`src/rtl/dma_chan_pkg.sv`:
```
package dma_chan_pkg;
  typedef enum logic [1:0] {
    ST_IDLE  = 2'd0,
    ST_READ  = 2'd1,
    ST_WRITE = 2'd2
  } chanState_t;

  // strobes from control to datapath
  typedef struct packed {
    logic capture;  // latch read data into the buffer
    logic advance;  // step pointers, decrement count
  } dpStrobe_t;

  localparam logic [1:0] SEL_SRC  = 2'd0;
  localparam logic [1:0] SEL_DST  = 2'd1;
  localparam logic [1:0] SEL_CNT  = 2'd2;
  localparam logic [1:0] SEL_CTRL = 2'd3;

  localparam logic [1:0] MODE_UP   = 2'b01;
  localparam logic [1:0] MODE_DOWN = 2'b10;

  localparam int CTRL_W = 10;
endpackage

```
`src/rtl/dma_chan_dp.sv`:
```
module dma_chan_dp
  import dma_chan_pkg::*;
#(
  parameter int ADDR_W = 24,
  parameter int CNT_W  = 16,
  parameter int DATA_W = 16
) (
  input  logic              clk,
  input  logic              rstN,
  input  logic              regWe,
  input  logic [1:0]        regSel,
  input  logic [ADDR_W-1:0] regWdata,
  input  dpStrobe_t         strobe,
  input  logic              wordSize,
  input  logic [1:0]        srcMode,
  input  logic [1:0]        dstMode,
  input  logic [DATA_W-1:0] memRdata,
  output logic [ADDR_W-1:0] srcAddr,
  output logic [ADDR_W-1:0] dstAddr,
  output logic [CNT_W-1:0]  count,
  output logic [DATA_W-1:0] dataBuf,
  output logic              countIsOne
);
  localparam logic [ADDR_W-1:0] STEP_BYTE = ADDR_W'(1);
  localparam logic [ADDR_W-1:0] STEP_WORD = ADDR_W'(2);
  localparam logic [CNT_W-1:0]  CNT_ONE   = CNT_W'(1);

  logic [ADDR_W-1:0] stepLen;
  logic [ADDR_W-1:0] srcNext, dstNext;

  assign stepLen = wordSize ? STEP_WORD : STEP_BYTE;

  function automatic logic [ADDR_W-1:0] nextPtr(input logic [ADDR_W-1:0] ptr,
                                                input logic [1:0] mode,
                                                input logic [ADDR_W-1:0] len);
    case (mode)
      MODE_UP:   return ptr + len;
      MODE_DOWN: return ptr - len;
      default:   return ptr;
    endcase
  endfunction

  assign srcNext    = nextPtr(srcAddr, srcMode, stepLen);
  assign dstNext    = nextPtr(dstAddr, dstMode, stepLen);
  assign countIsOne = (count == CNT_ONE);

  always_ff @(posedge clk or negedge rstN) begin
    if (!rstN) begin
      srcAddr <= '0;
      dstAddr <= '0;
      count   <= '0;
      dataBuf <= '0;
    end else begin
      if (strobe.capture) dataBuf <= memRdata;
      if (strobe.advance) begin
        srcAddr <= srcNext;
        dstAddr <= dstNext;
        count   <= count - CNT_ONE;
      end else if (regWe) begin
        case (regSel)
          SEL_SRC: srcAddr <= regWdata;
          SEL_DST: dstAddr <= regWdata;
          SEL_CNT: count   <= regWdata[CNT_W-1:0];
          default: ;
        endcase
      end
    end
  end

  // one decrement per completed move, wrapping 0 -> all ones
  a_r6_count_dec: assert property (@(posedge clk) disable iff (!rstN)
    strobe.advance |=> count == $past(count) - CNT_ONE);

  // a pointer in a hold mode keeps its value across a move
  a_r4_src_hold: assert property (@(posedge clk) disable iff (!rstN)
    (strobe.advance && srcMode != MODE_UP && srcMode != MODE_DOWN) |=> $stable(srcAddr));
endmodule

```
`src/rtl/dma_chan_ctrl.sv`:
```
module dma_chan_ctrl
  import dma_chan_pkg::*;
(
  input  logic              clk,
  input  logic              rstN,
  input  logic              regWe,
  input  logic [1:0]        regSel,
  input  logic [CTRL_W-1:0] ctrlWdata,
  input  logic              xferReq,
  input  logic              memReady,
  input  logic              countIsOne,
  output dpStrobe_t         strobe,
  output logic              chanEn,
  output logic              wordSize,
  output logic [1:0]        srcMode,
  output logic [1:0]        dstMode,
  output logic              irq,
  output logic              busy,
  output logic              memReq,
  output logic              memWe
);
  chanState_t state, stateNext;
  logic fullEn, blkEn, irqEn, pend;
  logic active, take, done, ctrlWr;

  assign active = chanEn && fullEn && !blkEn;
  assign take   = (state == ST_IDLE) && pend && active;
  assign done   = (state == ST_WRITE) && memReady && countIsOne;
  assign ctrlWr = regWe && (regSel == SEL_CTRL);

  assign strobe.capture = (state == ST_READ) && memReady;
  assign strobe.advance = (state == ST_WRITE) && memReady;
  assign memReq = (state != ST_IDLE);
  assign memWe  = (state == ST_WRITE);
  assign busy   = (state != ST_IDLE);

  always_comb begin
    stateNext = state;
    case (state)
      ST_IDLE:  if (take) stateNext = ST_READ;
      ST_READ:  if (memReady) stateNext = ST_WRITE;
      ST_WRITE: if (memReady) stateNext = ST_IDLE;
      default:  stateNext = ST_IDLE;
    endcase
  end

  always_ff @(posedge clk or negedge rstN) begin
    if (!rstN) begin
      state    <= ST_IDLE;
      chanEn   <= 1'b0;
      fullEn   <= 1'b0;
      blkEn    <= 1'b0;
      irqEn    <= 1'b0;
      wordSize <= 1'b0;
      srcMode  <= 2'b00;
      dstMode  <= 2'b00;
      irq      <= 1'b0;
      pend     <= 1'b0;
    end else begin
      state <= stateNext;
      pend  <= active && ((pend && !take) || xferReq);
      if (ctrlWr) begin
        chanEn   <= ctrlWdata[0];
        fullEn   <= ctrlWdata[1];
        blkEn    <= ctrlWdata[2];
        irqEn    <= ctrlWdata[3];
        wordSize <= ctrlWdata[4];
        srcMode  <= ctrlWdata[6:5];
        dstMode  <= ctrlWdata[8:7];
        if (ctrlWdata[9] || (ctrlWdata[0] && !chanEn)) irq <= 1'b0;
      end
      if (done) begin
        chanEn <= 1'b0;
        if (irqEn) irq <= 1'b1;
      end
    end
  end

  // the last move clears the enable
  a_r6_done_clears_en: assert property (@(posedge clk) disable iff (!rstN)
    (strobe.advance && countIsOne) |=> !chanEn);

  // the last move raises irq when enabled
  a_r8_irq_on_end: assert property (@(posedge clk) disable iff (!rstN)
    (strobe.advance && countIsOne && irqEn) |=> irq);

  // an inactive channel never starts a move
  a_r2_inactive_stays_idle: assert property (@(posedge clk) disable iff (!rstN)
    (!memReq && !active) |=> !memReq);

  // a completed read is always followed by a write
  a_r3_read_then_write: assert property (@(posedge clk) disable iff (!rstN)
    (memReq && !memWe && memReady) |=> (memReq && memWe));
endmodule

```
`src/rtl/dma_chan.sv`:
```
module dma_chan
  import dma_chan_pkg::*;
#(
  parameter int ADDR_W = 24,
  parameter int CNT_W  = 16,
  parameter int DATA_W = 16
) (
  input  logic              clk,
  input  logic              rstN,
  input  logic              regWe,
  input  logic [1:0]        regSel,
  input  logic [ADDR_W-1:0] regWdata,
  input  logic              xferReq,
  output logic [ADDR_W-1:0] srcAddr,
  output logic [ADDR_W-1:0] dstAddr,
  output logic [CNT_W-1:0]  count,
  output logic              chanEn,
  output logic              busy,
  output logic              irq,
  output logic              memReq,
  output logic              memWe,
  output logic              memWord,
  output logic [ADDR_W-1:0] memAddr,
  output logic [DATA_W-1:0] memWdata,
  input  logic [DATA_W-1:0] memRdata,
  input  logic              memReady
);
  dpStrobe_t  strobe;
  logic       countIsOne;
  logic [1:0] srcMode, dstMode;

  dma_chan_ctrl u_ctrl (
    .clk(clk), .rstN(rstN), .regWe(regWe), .regSel(regSel),
    .ctrlWdata(regWdata[CTRL_W-1:0]), .xferReq(xferReq), .memReady(memReady),
    .countIsOne(countIsOne), .strobe(strobe), .chanEn(chanEn),
    .wordSize(memWord), .srcMode(srcMode), .dstMode(dstMode), .irq(irq),
    .busy(busy), .memReq(memReq), .memWe(memWe)
  );

  dma_chan_dp #(.ADDR_W(ADDR_W), .CNT_W(CNT_W), .DATA_W(DATA_W)) u_dp (
    .clk(clk), .rstN(rstN), .regWe(regWe), .regSel(regSel), .regWdata(regWdata),
    .strobe(strobe), .wordSize(memWord), .srcMode(srcMode), .dstMode(dstMode),
    .memRdata(memRdata), .srcAddr(srcAddr), .dstAddr(dstAddr), .count(count),
    .dataBuf(memWdata), .countIsOne(countIsOne)
  );

  assign memAddr = memWe ? dstAddr : srcAddr;
endmodule

```
`config.mk`:
```
export PLATFORM = sky130hd
export DESIGN_NAME = dma_chan
export DESIGN_NICKNAME = d
export VERILOG_FILES = /design/src/rtl/dma_chan_pkg.sv /design/src/rtl/dma_chan_dp.sv /design/src/rtl/dma_chan_ctrl.sv /design/src/rtl/dma_chan.sv
export SDC_FILE = /design/constraint.sdc
export NUM_CORES = 1
export LEC_CHECK = 0
export BUFFER_PORTS_ARGS = -buffer_cell sky130_fd_sc_hd__buf_4
export CORE_ASPECT_RATIO = 0.8
export CORE_UTILIZATION = 61
export DETAILED_ROUTE_END_ITERATION = 7
export PLACE_DENSITY = 0.88
export SETUP_SLACK_MARGIN = 0.1
export SYNTH_ARGS = -nofsm -noshare
export SYNTH_HDL_FRONTEND = slang
export SYNTH_HIERARCHICAL = 1
export SYNTH_SLANG_ARGS = --single-unit
export TNS_END_PERCENT = 30
```
`constraint.sdc`:
```
create_clock -name clk -period 7 [get_ports clk]
set_input_delay 1.05 -clock clk [delete_from_list [all_inputs] [get_ports clk]]
set_output_delay 1.05 -clock clk [all_outputs]
set_load 0.02 [all_outputs]
```
==> flow_metrics.py, run 1 <==
metrics = {
    "route": {
        "wl_per_cell_um": 21.3,
        "drc_errors": 22,
        "drt_iter0_drc": 1160,
        "via_per_inst": 6.86,
        "dr.pass1.iters": 8,
        "vias": 7771,
        "wirelength_um": 24100,
        "final_antenna_net_count": 0,
    },
    "clock_tree": {
        "cts_hold_buf": 0,
        "cts_resized": 0,
        "cts.htree.levels": 3,
        "cts-buffers-inserted": 9,
        "cts_tree": "yes",
        "cts_setup_buffers": 0,
        "ctsLongestPathBuffers": 2,
        "cts-root-buf": "clkbuf_16",
        "clkLatencyLatePin_ps": 360,
        "path_clk_slew_ps": 80,
        "clkSinkCount": 93,
    },
    "critical_path": {
        "path_cells": "nor2b_4, and2_4, nor2_1, nand3_1, nand2_1, buf_4, a21oi_1, and4b_1, a221oi_1, o21ai_1",
        "cp_slowest_cell": "nor2b_4",
        "critical_path_class": "register to register",
        "cp_num_buf_inv": 1,
        "start_kind": "register",
        "arrival_ps": 4660,
        "critPathCaptureType": "register",
        "cp_top_family": "simple AND/OR/NAND/NOR gates",
        "slowest_delay_ps": 920,
        "required_ps": 7210,
        "crit_path_max_fanout": 46,
    },
    "floorplan": {
        "dieWidth_um": 125,
        "boundaryPins": 157,
        "initial_core_util_pct": 63.3,
        "die_h_um": 101,
        "dieArea_mm2": 0.0126,
        "core_mm2": 0.0117,
        "rows": 35,
    },
    "sta": {
        "worst_slew_pin_slew_ps": 1110,
        "relSlewSlack_pct": 25.6,
        "hold_violations": 0,
        "period_needed_ps": 4450,
        "hold_ws_ps": 478,
        "drv_slew": 0,
        "setup-tns-final_ps": 0,
        "finClkSkew_ps": 9.47,
        "report.final.setup_viol": 0,
        "grt_setup_unrepaired": "false",
        "setup_ws_ps": 2550,
        "timing.final.crit_share_pct": 63.5,
        "timing.fmax_mhz": 225,
    },
    "synthesis": {
        "synth_edf_count": 0,
        "yosys_warnings": 6,
        "synth_cells": 878,
        "synth_seq_cells": 93,
        "synth-simple-area-share_pct": 24.6,
        "synth_area_mm2": 0.00741,
        "synthXorXnorAreaFrac_pct": 2.25,
        "ys.flop_type": "dfrtp_1",
        "synth_fa_ha_area_share_pct": 1.55,
        "postSynthAreaPerCell_um2": 8.44,
        "synth_compound_area_share_pct": 18.7,
        "synth_top_family_by_area": "simple AND/OR/NAND/NOR gates",
        "yosysSeqAreaShare_pct": 31.4,
        "async_reset_ff_share_pct": 100,
        "synth.distinct_cells": 88,
        "synth.mux.area_fraction_pct": 14.3,
        "syn_nets": 933,
    },
    "global_route": {
        "grt_max_degree": 74,
        "grt_pass1_vias": 6935,
        "grt_pass1_wl_um": 37100,
        "antenna_found_initial": 0,
        "grt_overflow_total": 0,
        "grt_usage_pct": 38.1,
    },
    "power_and_ir_drop": {
        "power_density_mw_per_mm2": 286,
        "power_uw": 2480,
        "cellLeakagePower_uw": 0.00369,
        "ir_drop_mv": 0.178,
    },
    "place": {
        "dpl.hpwl_um": 16600,
        "place.gp.congestion": 0.952,
        "place_inst": 1116,
        "port_buffers": 156,
        "post-place-ws_ps": 2740,
    },
    "min_path": {
        "hp-class": "register to register",
    },
    "layout": {
        "layout-drive-gt1-share_pct": 24.8,
        "diodes": 0,
        "fin_nets": 1034,
        "syn_to_final_growth_pct": 17.0,
        "nFillCells": 893,
        "fin_cells": 1132,
    },
    "run_status": {
        "violations": "design-rule violations",
        "status": "finished with violations",
    },
    "flow_run": {
        "maxCapViolations": 0,
    },
}
[where the power goes]
part           switching, uW  total [uW]  internal [uW]  leakage [uW]
sequential               265         925            660       0.00110
clock                    247         500            252      0.000147
combinational            589        1050            463       0.00245
total                   1100        2480           1380       0.00369
[cell usage in the layout, fill, tap and decap left out, drive strengths merged, types with 4 or more instances in the layout]
cell,instances
o21bai,4
xnor2,7
clkbuf,9
ha,6
or4,16
nand2b,7
and2,7
a31oi,8
mux2,56
nand2,103
nand4,16
nor2,50
a221o,4
xor2,12
a21oi,74
o31ai,4
o21a,4
o211ai,4
dfrtp,93
and3,11
buf,165
nor4b,4
nor2b,8
or3,16
clkinv,4
nor3,39
mux2i,35
or2,8
o22ai,34
inv,17
nor4,19
o21ai,52
nand3,35
[flip-flops by register name, summed over array words and instances, names as in the netlist]
| name | count |
|---|---|
| u_dp/dstAddr | 24 |
| u_dp/srcAddr | 24 |
| u_dp/count | 16 |
| u_dp/dataBuf | 16 |
| u_ctrl/dstMode | 2 |
| u_ctrl/srcMode | 2 |
| u_ctrl/state | 2 |
| u_ctrl/blkEn | 1 |
| u_ctrl/chanEn | 1 |
| u_ctrl/fullEn | 1 |
| u_ctrl/irq | 1 |
| u_ctrl/irqEn | 1 |
| u_ctrl/pend | 1 |
| u_ctrl/wordSize | 1 |
[per-layer routing]
metal	GRT usage (%)	vias up	part of all wire, %
met1	50.8	3637	39
li1	-	3467	-
met4	15.4	0	3.5
met5	0	-	0
met3	9.71	81	13
met2	59.9	586	44
[metrics by stage]
| step | cell area (um^2) | utilization (%) |
|---|---|---|
| 2_1_floorplan | 7410 | - |
| 3_3_place_gp | 8370 | 71.6 |
| 3_5_place_dp | 8370 | 71.6 |
| 4_1_cts | 8670 | 74.1 |
| 5_1_grt | 8670 | 74.1 |
| 6_report | 8670 | 74.1 |
[cell usage after synthesis (4+ instances only)]
cell / number / area [um^2]
nand3_1: 34 / 170
dfrtp_1: 93 / 2330
ha_1: 6 / 75.1
nor2_1: 50 / 188
a31oi_1: 8 / 50.1
clkbuf_1: 48 / 180
or2_1: 4 / 25.0
inv_1: 14 / 52.6
nand4_1: 16 / 100
xnor2_1: 7 / 61.3
buf_6: 8 / 90.1
mux2_1: 9 / 101
nand2_1: 102 / 383
mux2_2: 27 / 304
o31ai_1: 4 / 30.0
o21a_1: 4 / 30.0
or4_1: 15 / 113
nor4_1: 18 / 113
or3_1: 16 / 100
a221o_1: 4 / 40.0
nor3_1: 39 / 195
nand2b_1: 7 / 43.8
and3_1: 10 / 62.6
o21ai_0: 31 / 155
nor2b_1: 8 / 50.1
mux2_4: 20 / 300
o211ai_1: 4 / 30.0
xor2_1: 12 / 105
and2_1: 5 / 31.3
nor4b_1: 4 / 35.0
a21oi_1: 73 / 365
o22ai_1: 34 / 213
mux2i_1: 35 / 350
clkbuf_8: 7 / 96.3
o21bai_1: 4 / 30.0
o21ai_1: 21 / 105
[cell type report]
class / count / area, um^2 / share of cell area [%]
Clock inverter: 7 / 76.3 / 0.880
Sequential cell: 93 / 2330 / 26.8
Inverter: 14 / 52.6 / 0.606
Clock buffer: 9 / 225 / 2.60
Timing Repair Buffer: 165 / 1240 / 14.3
Tap cell: 148 / 185 / 2.14
Multi-Input combinational cell: 696 / 4560 / 52.6
[worst paths after layout]
check	depth (start not counted)	start	slack, ps	end
min	1	u_ctrl/blkEn	480	u_ctrl/pend
max reg2reg	10	u_ctrl/state[1]	2550	u_dp/dstAddr[17]
min reg2reg	1	u_ctrl/blkEn	480	u_ctrl/pend
max	10	u_ctrl/state[1]	2550	u_dp/dstAddr[17]
min in group asynchronous	1	rstN	580	u_dp/srcAddr[17]
max in group asynchronous	2	rstN	5190	u_dp/dstAddr[3]
[cells by family (layout without fill, tap and decap cells)]
group / Yosys count / in the layout
AND/OR/NAND/NOR: 353 / 353
AO/OA/AOI/OAI: 225 / 225
flip-flops: 93 / 93
multiplexers: 91 / 91
buffers and inverters: 89 / 195
XOR/XNOR: 19 / 19
adder cells (fa/ha/maj): 8 / 8
No activity file was read; power rests on OpenSTA's default activity.
==> run 2, diff against run 1 <==
--- a/config.mk
+++ b/config.mk
@@ -5,11 +5,12 @@
 export SDC_FILE = /design/constraint.sdc
 export NUM_CORES = 1
 export LEC_CHECK = 0
+export ABC_AREA = 1
 export BUFFER_PORTS_ARGS = -buffer_cell sky130_fd_sc_hd__buf_4
 export CORE_ASPECT_RATIO = 0.8
-export CORE_UTILIZATION = 61
+export CORE_UTILIZATION = 51
 export DETAILED_ROUTE_END_ITERATION = 7
-export PLACE_DENSITY = 0.88
+export PLACE_DENSITY = 0.78
 export SETUP_SLACK_MARGIN = 0.1
 export SYNTH_ARGS = -nofsm -noshare
 export SYNTH_HDL_FRONTEND = slang
==> constraint.sdc (replaced) <==
create_clock -name clk -period 3.7 [get_ports clk]
set_input_delay 0.555 -clock clk [delete_from_list [all_inputs] [get_ports clk]]
set_output_delay 0.555 -clock clk [all_outputs]
set_load 0.02 [all_outputs]
==> flow_metrics.py, run 2 <==
metrics = {
    "synthesis": {
        "synth_edf_count": 0,
        "synthXorXnorAreaFrac_pct": 0.555,
        "synth_area_mm2": 0.00789,
        "yosysSeqAreaShare_pct": 29.5,
        "synth.mux.area_fraction_pct": 2.28,
        "synth_compound_area_share_pct": 12.3,
        "synth-simple-area-share_pct": 41.8,
        "synth_top_family_by_area": "simple AND/OR/NAND/NOR gates",
        "synth_top_area_cell": "dfrtp_1",
        "yosys_warnings": 6,
        "async_reset_ff_share_pct": 100,
        "ys.flop_type": "dfrtp_1",
        "synth_common_cells": "nand2_1, nor2_1, inv_1",
        "synth_seq_cells": 93,
        "syn_nets": 1334,
        "synthTopCellsByArea": "dfrtp_1, nand2_1, nand3_1, nor2_1, inv_1",
        "postSynthAreaPerCell_um2": 6.17,
        "synth.distinct_cells": 49,
        "synth_fa_ha_area_share_pct": 1.46,
        "synth_cells": 1279,
        "synth_top_area_share_pct": 29.5,
        "synth.most_common_cell": "nand2_1",
    },
    "sta": {
        "hold_violations": 0,
        "grt_setup_unrepaired": "false",
        "report.final.setup_viol": 0,
        "drv_slew": 0,
        "period_needed_ps": 2730,
        "timing.final.crit_share_pct": 73.7,
        "setup-tns-final_ps": 0,
        "worst_slew_pin_slew_ps": 771,
        "timing.fmax_mhz": 367,
        "finClkSkew_ps": 9.72,
        "relSlewSlack_pct": 48.6,
    },
    "critical_path": {
        "rrSetupSlack_ps": 970,
        "r2r_start": "u_ctrl/srcMode[0]",
        "crit_path_max_fanout": 43,
        "critPathCaptureType": "register",
        "required_ps": 3980,
        "startpoint": "u_ctrl/srcMode[0]",
        "critical_path_class": "register to register",
        "arrival_ps": 3000,
        "start_kind": "register",
    },
    "route": {
        "vias": 9192,
        "dr.pass1.iters": 8,
        "via_per_inst": 5.64,
        "drc_errors": 0,
        "wl_per_cell_um": 16.3,
        "drt_iter0_drc": 1104,
        "wirelength_um": 26700,
        "final_antenna_net_count": 0,
    },
    "layout": {
        "layout-drive-gt1-share_pct": 17.5,
        "final_common_cell": "nand2_1",
        "syn_to_final_growth_pct": 20.1,
        "diodes": 0,
        "fin_nets": 1471,
        "top_regs": "u_dp/dstAddr (24), u_dp/srcAddr (24)",
        "final_util_pct": 62.9,
        "mostFrequentLayoutCells": "nand2_1, nor2_1, buf_4",
    },
    "global_route": {
        "grt_pass1_wl_um": 42500,
        "grt_usage_pct": 33.8,
        "grt_overflow_total": 0,
        "grt_pass1_vias": 8278,
        "antenna_found_initial": 0,
        "grt_max_degree": 64,
    },
    "power_and_ir_drop": {
        "p_sw_uw": 2430,
        "cellLeakagePower_uw": 0.00515,
        "power_frac_clock_pct": 19.5,
        "comb_power_share_pct": 50.9,
        "internal_power_uw": 2700,
        "power_density_mw_per_mm2": 540,
        "power_frac_seq_pct": 29.6,
        "swShare_pct": 47.4,
        "ir_drop_mv": 0.317,
    },
    "place": {
        "port_buffers": 156,
        "place.gp.congestion": 0.973,
        "dpl.hpwl_um": 20400,
    },
    "clock_tree": {
        "cts_hold_buf": 0,
        "cts-buffers-inserted": 9,
        "cts_setup_buffers": 0,
        "path_clk_slew_ps": 80,
        "cts.htree.levels": 3,
        "cts-root-buf": "clkbuf_16",
        "cts_tree": "yes",
        "clkSinkCount": 93,
        "ctsLongestPathBuffers": 2,
        "cts_resized": 0,
        "clkLatencyLatePin_ps": 360,
    },
    "floorplan": {
        "initial_core_util_pct": 52.4,
        "core_mm2": 0.0151,
        "dieArea_mm2": 0.0160,
        "rows": 40,
        "boundaryPins": 157,
        "die_h_um": 113,
        "dieWidth_um": 141,
    },
    "min_path": {
        "hp-class": "primary input to async pin",
    },
    "flow_run": {
        "maxCapViolations": 0,
    },
    "run_status": {
        "status": "completed",
    },
}
[run 2: final cells by class]
class / instances / area [um^2]
fill: 1477 / 5590
tap: 210 / 263
clock buffer: 10 / 239
multi-input combinational: 967 / 4620
sequential: 93 / 2330
timing repair buffer: 170 / 1290
inverter: 175 / 667
clock inverter: 6 / 76.3
[run 2: final timing paths]
| path | endpoint | cells past startpoint |
|---|---|---|
| worst max-delay path | u_dp/srcAddr[17] | 17 |
| worst min-delay path | u_dp/dstAddr[21] | 1 |
| worst max register to register | u_dp/srcAddr[17] | 17 |
| worst min register to register | u_dp/dataBuf[6] | 1 |
| max in group asynchronous | u_dp/dstAddr[3] | 2 |
| min in group clk | u_ctrl/wordSize | 3 |
[run 2: cell families after synthesis]
group / after synthesis
compound gates: 150
xor+xnor: 5
fa+ha+maj: 8
buf+inv: 219
flops: 93
mux: 16
simple gates: 788
[run 2: critical path, cell delays in order, from the launching register on]
cell and delay [ps]:
dfrtp_1 450, inv_4 210, nand2_4 290, nor2_1 290, ha_1 280, nand2_1 70
nand2_1 40, nor2_1 120, nor2_1 110, nand2_1 80, nand2_2 90, nand2_1 90
nand2_1 70, nand2_1 120, nand2_1 60, nand2_1 60, nand3_1 60, a21oi_1 150
[run 2: power groups by stage]
| stage | sequential (uW) | clock [uW] | combinational (uW) |
|---|---|---|---|
| 2_1_floorplan | 1670 | 0 | 1510 |
| 3_3_place_gp | 1520 | 0 | 2520 |
| 3_5_place_dp | 1520 | 0 | 2560 |
| 4_1_cts | 1510 | 1010 | 2570 |
| 5_1_grt | 1550 | 1050 | 2860 |
| 6_report | 1520 | 998 | 2610 |
[run 2: per-layer routing]
| layer | GRT usage [%] | share of wire [%] | up-vias |
|---|---|---|---|
| li1 | - | - | 4406 |
| met1 | 47.5 | 43 | 4168 |
| met2 | 53.2 | 44 | 571 |
| met3 | 6.22 | 11 | 47 |
| met4 | 9.49 | 2.2 | 0 |
| met5 | 0 | 0 | - |
[run 2: per-stage QoR]
stage                     hold slack, ps  std cells  cell area, um^2  power (uW)  setup WS [ps]
after floorplan                      259       1279             7890        3180           1350
after global placement               473       1615             9160        4040           1100
after detailed placement             492       1615             9160        4080           1000
after CTS                            288       1631             9480        5090           1010
after global routing                 321       1631             9480        5460            704
final                                261       1631             9480        5120            974
==> run 3, diff against run 2 <==
==> constraint.sdc (replaced) <==
create_clock -name clk -period 2.3 [get_ports clk]
set_input_delay 0.345 -clock clk [delete_from_list [all_inputs] [get_ports clk]]
set_output_delay 0.345 -clock clk [all_outputs]
set_load 0.02 [all_outputs]
==> flow_metrics.py, run 3 (same netlist as run 2, synthesis figures left out) <==
metrics = {
    "clock_tree": {
        "clkSinkCount": 93,
        "clkLatencyLatePin_ps": 370,
        "cts_hold_buf": 0,
        "cts_tree": "yes",
        "cts.htree.levels": 3,
        "ctsLongestPathBuffers": 2,
        "cts-buffers-inserted": 9,
        "cts-root-buf": "clkbuf_16",
        "path_clk_slew_ps": 80,
    },
    "place": {
        "post-place-ws_ps": 109,
        "port_buffers": 156,
        "place.gp.congestion": 0.980,
        "dpl.hpwl_um": 21000,
        "place_inst": 1626,
    },
    "sta": {
        "grt_setup_unrepaired": "true",
        "drv_slew": 0,
        "report.final.setup_viol": 0,
        "setup_ws_ps": 184,
        "finClkSkew_ps": 9.64,
        "worst_slew_pin_slew_ps": 603,
        "period_needed_ps": 2120,
        "setup-tns-final_ps": 0,
        "relSlewSlack_pct": 59.8,
        "hold_violations": 15,
        "timing.fmax_mhz": 473,
        "timing.final.crit_share_pct": 92.0,
        "hold_ws_ps": -14.1,
    },
    "floorplan": {
        "rows": 40,
        "core_mm2": 0.0151,
        "die_h_um": 113,
        "dieArea_mm2": 0.0160,
        "initial_core_util_pct": 52.4,
        "dieWidth_um": 141,
        "boundaryPins": 157,
    },
    "power_and_ir_drop": {
        "internal_power_uw": 4390,
        "cellLeakagePower_uw": 0.00527,
        "power_frac_seq_pct": 28.6,
        "p_sw_uw": 4100,
        "power_density_mw_per_mm2": 862,
        "ir_drop_mv": 0.514,
        "swShare_pct": 48.3,
        "power_frac_clock_pct": 18.1,
        "comb_power_share_pct": 53.3,
    },
    "layout": {
        "multi_input_area_mm2": 0.00476,
        "fin_cells": 1654,
        "seq_area_mm2": 0.00233,
        "syn_to_final_growth_pct": 24.8,
        "fin_nets": 1494,
        "diodes": 0,
        "layout-drive-gt1-share_pct": 22.0,
        "mostFrequentLayoutCells": "nand2_1, buf_4, nor2_1",
        "top_regs": "u_dp/dstAddr (24), u_dp/srcAddr (24)",
        "nFillCells": 1455,
        "final_common_cell": "nand2_1",
    },
    "global_route": {
        "grt_overflow_total": 0,
        "grt_max_degree": 43,
        "grt_pass1_vias": 8285,
        "grt_pass1_wl_um": 43200,
        "grt_usage_pct": 35.0,
        "antenna_found_initial": 0,
    },
    "critical_path": {
        "rr_worst_depth": 13,
        "path_cells": "buf_12, inv_2, nor2_4, clkbuf_2, nand2_1, nand2_2, nor2_1, nand2_1, nor2_1, nand3_1, nand4_1, nand3_1, a21oi_1",
        "arrival_ps": 2400,
        "required_ps": 2590,
        "cp_num_buf_inv": 3,
        "slowest_delay_ps": 440,
        "rrSetupSlack_ps": 180,
        "critical_path_class": "register to register",
        "crit_path_max_fanout": 20,
        "r2r_end": "u_dp/srcAddr[19]",
        "r2r_start": "u_ctrl/srcMode[1]",
        "cp_top_family": "simple AND/OR/NAND/NOR gates",
        "cp_slowest_cell": "dfrtp_2",
        "start_kind": "register",
        "critPathCaptureType": "register",
    },
    "run_status": {
        "status": "finished with violations",
        "violations": "negative hold slack",
    },
    "route": {
        "final_antenna_net_count": 0,
        "via_per_inst": 5.60,
        "dr.pass1.iters": 6,
        "drc_errors": 0,
        "drt_iter0_drc": 982,
        "wl_per_cell_um": 16.7,
        "vias": 9265,
        "wirelength_um": 27700,
    },
    "flow_run": {
        "maxCapViolations": 0,
    },
    "min_path": {
        "hp-class": "primary input to async pin",
    },
}
[run 3: stage by stage]
step,total power [uW],util [%],cell area [um^2]
4_1_cts,8220,63.8,9610
5_1_grt,9050,65.4,9850
3_3_place_gp,6590,61.7,9300
6_report,8490,65.4,9850
3_5_place_dp,6650,61.7,9300
2_1_floorplan,5140,-,7910
[run 3: worst max-delay path by stage]
stage                            from                to  slack [ps]  cells past startpoint
finish              u_ctrl/srcMode[1]  u_dp/srcAddr[19]         180                     13
global route          u_ctrl/wordSize  u_dp/srcAddr[13]          50                     14
CTS                   u_ctrl/wordSize  u_dp/srcAddr[12]         100                     15
detailed placement    u_ctrl/wordSize  u_dp/srcAddr[16]         110                     15
global placement      u_ctrl/wordSize  u_dp/srcAddr[12]         120                     15
floorplan           u_ctrl/dstMode[1]   u_dp/dstAddr[8]          90                     12
[run 3: power groups by stage]
stage | clock, uW | sequential (uW) | combinational, uW
after floorplan | 0 | 2690 | 2440
after global placement | 0 | 2440 | 4150
after detailed placement | 0 | 2450 | 4200
after CTS | 1560 | 2430 | 4240
after global routing | 1620 | 2480 | 4950
final | 1540 | 2430 | 4520
[run 3: metal layers]
layer	routed length (um)	part of all wire [%]	track usage, %
met5	0	0	0
met4	745	2.7	12.7
met3	2780	10	8.76
met2	12500	45	54.8
met1	11700	42	46.9
[run 3: worst reg2reg max path, stage by stage, from the launching register on]
cell	delay [ps]
dfrtp_2	440
buf_12	170
inv_2	80
nor2_4	40
clkbuf_2	150
nand2_1	90
nand2_2	90
nor2_1	140
nand2_1	130
nor2_1	150
nand3_1	170
nand4_1	130
nand3_1	110
a21oi_1	150
[run 3: final cells by class]
type	count	area share [%]
multi-input combinational	967	48.3
sequential	93	23.7
timing repair buffer	193	15.5
inverter	175	6.81
tap	210	2.67
clock buffer	9	2.29
clock inverter	7	0.750
[run 3: timing repair]
action	in CTS	in global routing
setup endpoints to repair	2	32
pin swaps	2	11
buffers inserted	2	10
gates resized for setup	1	54
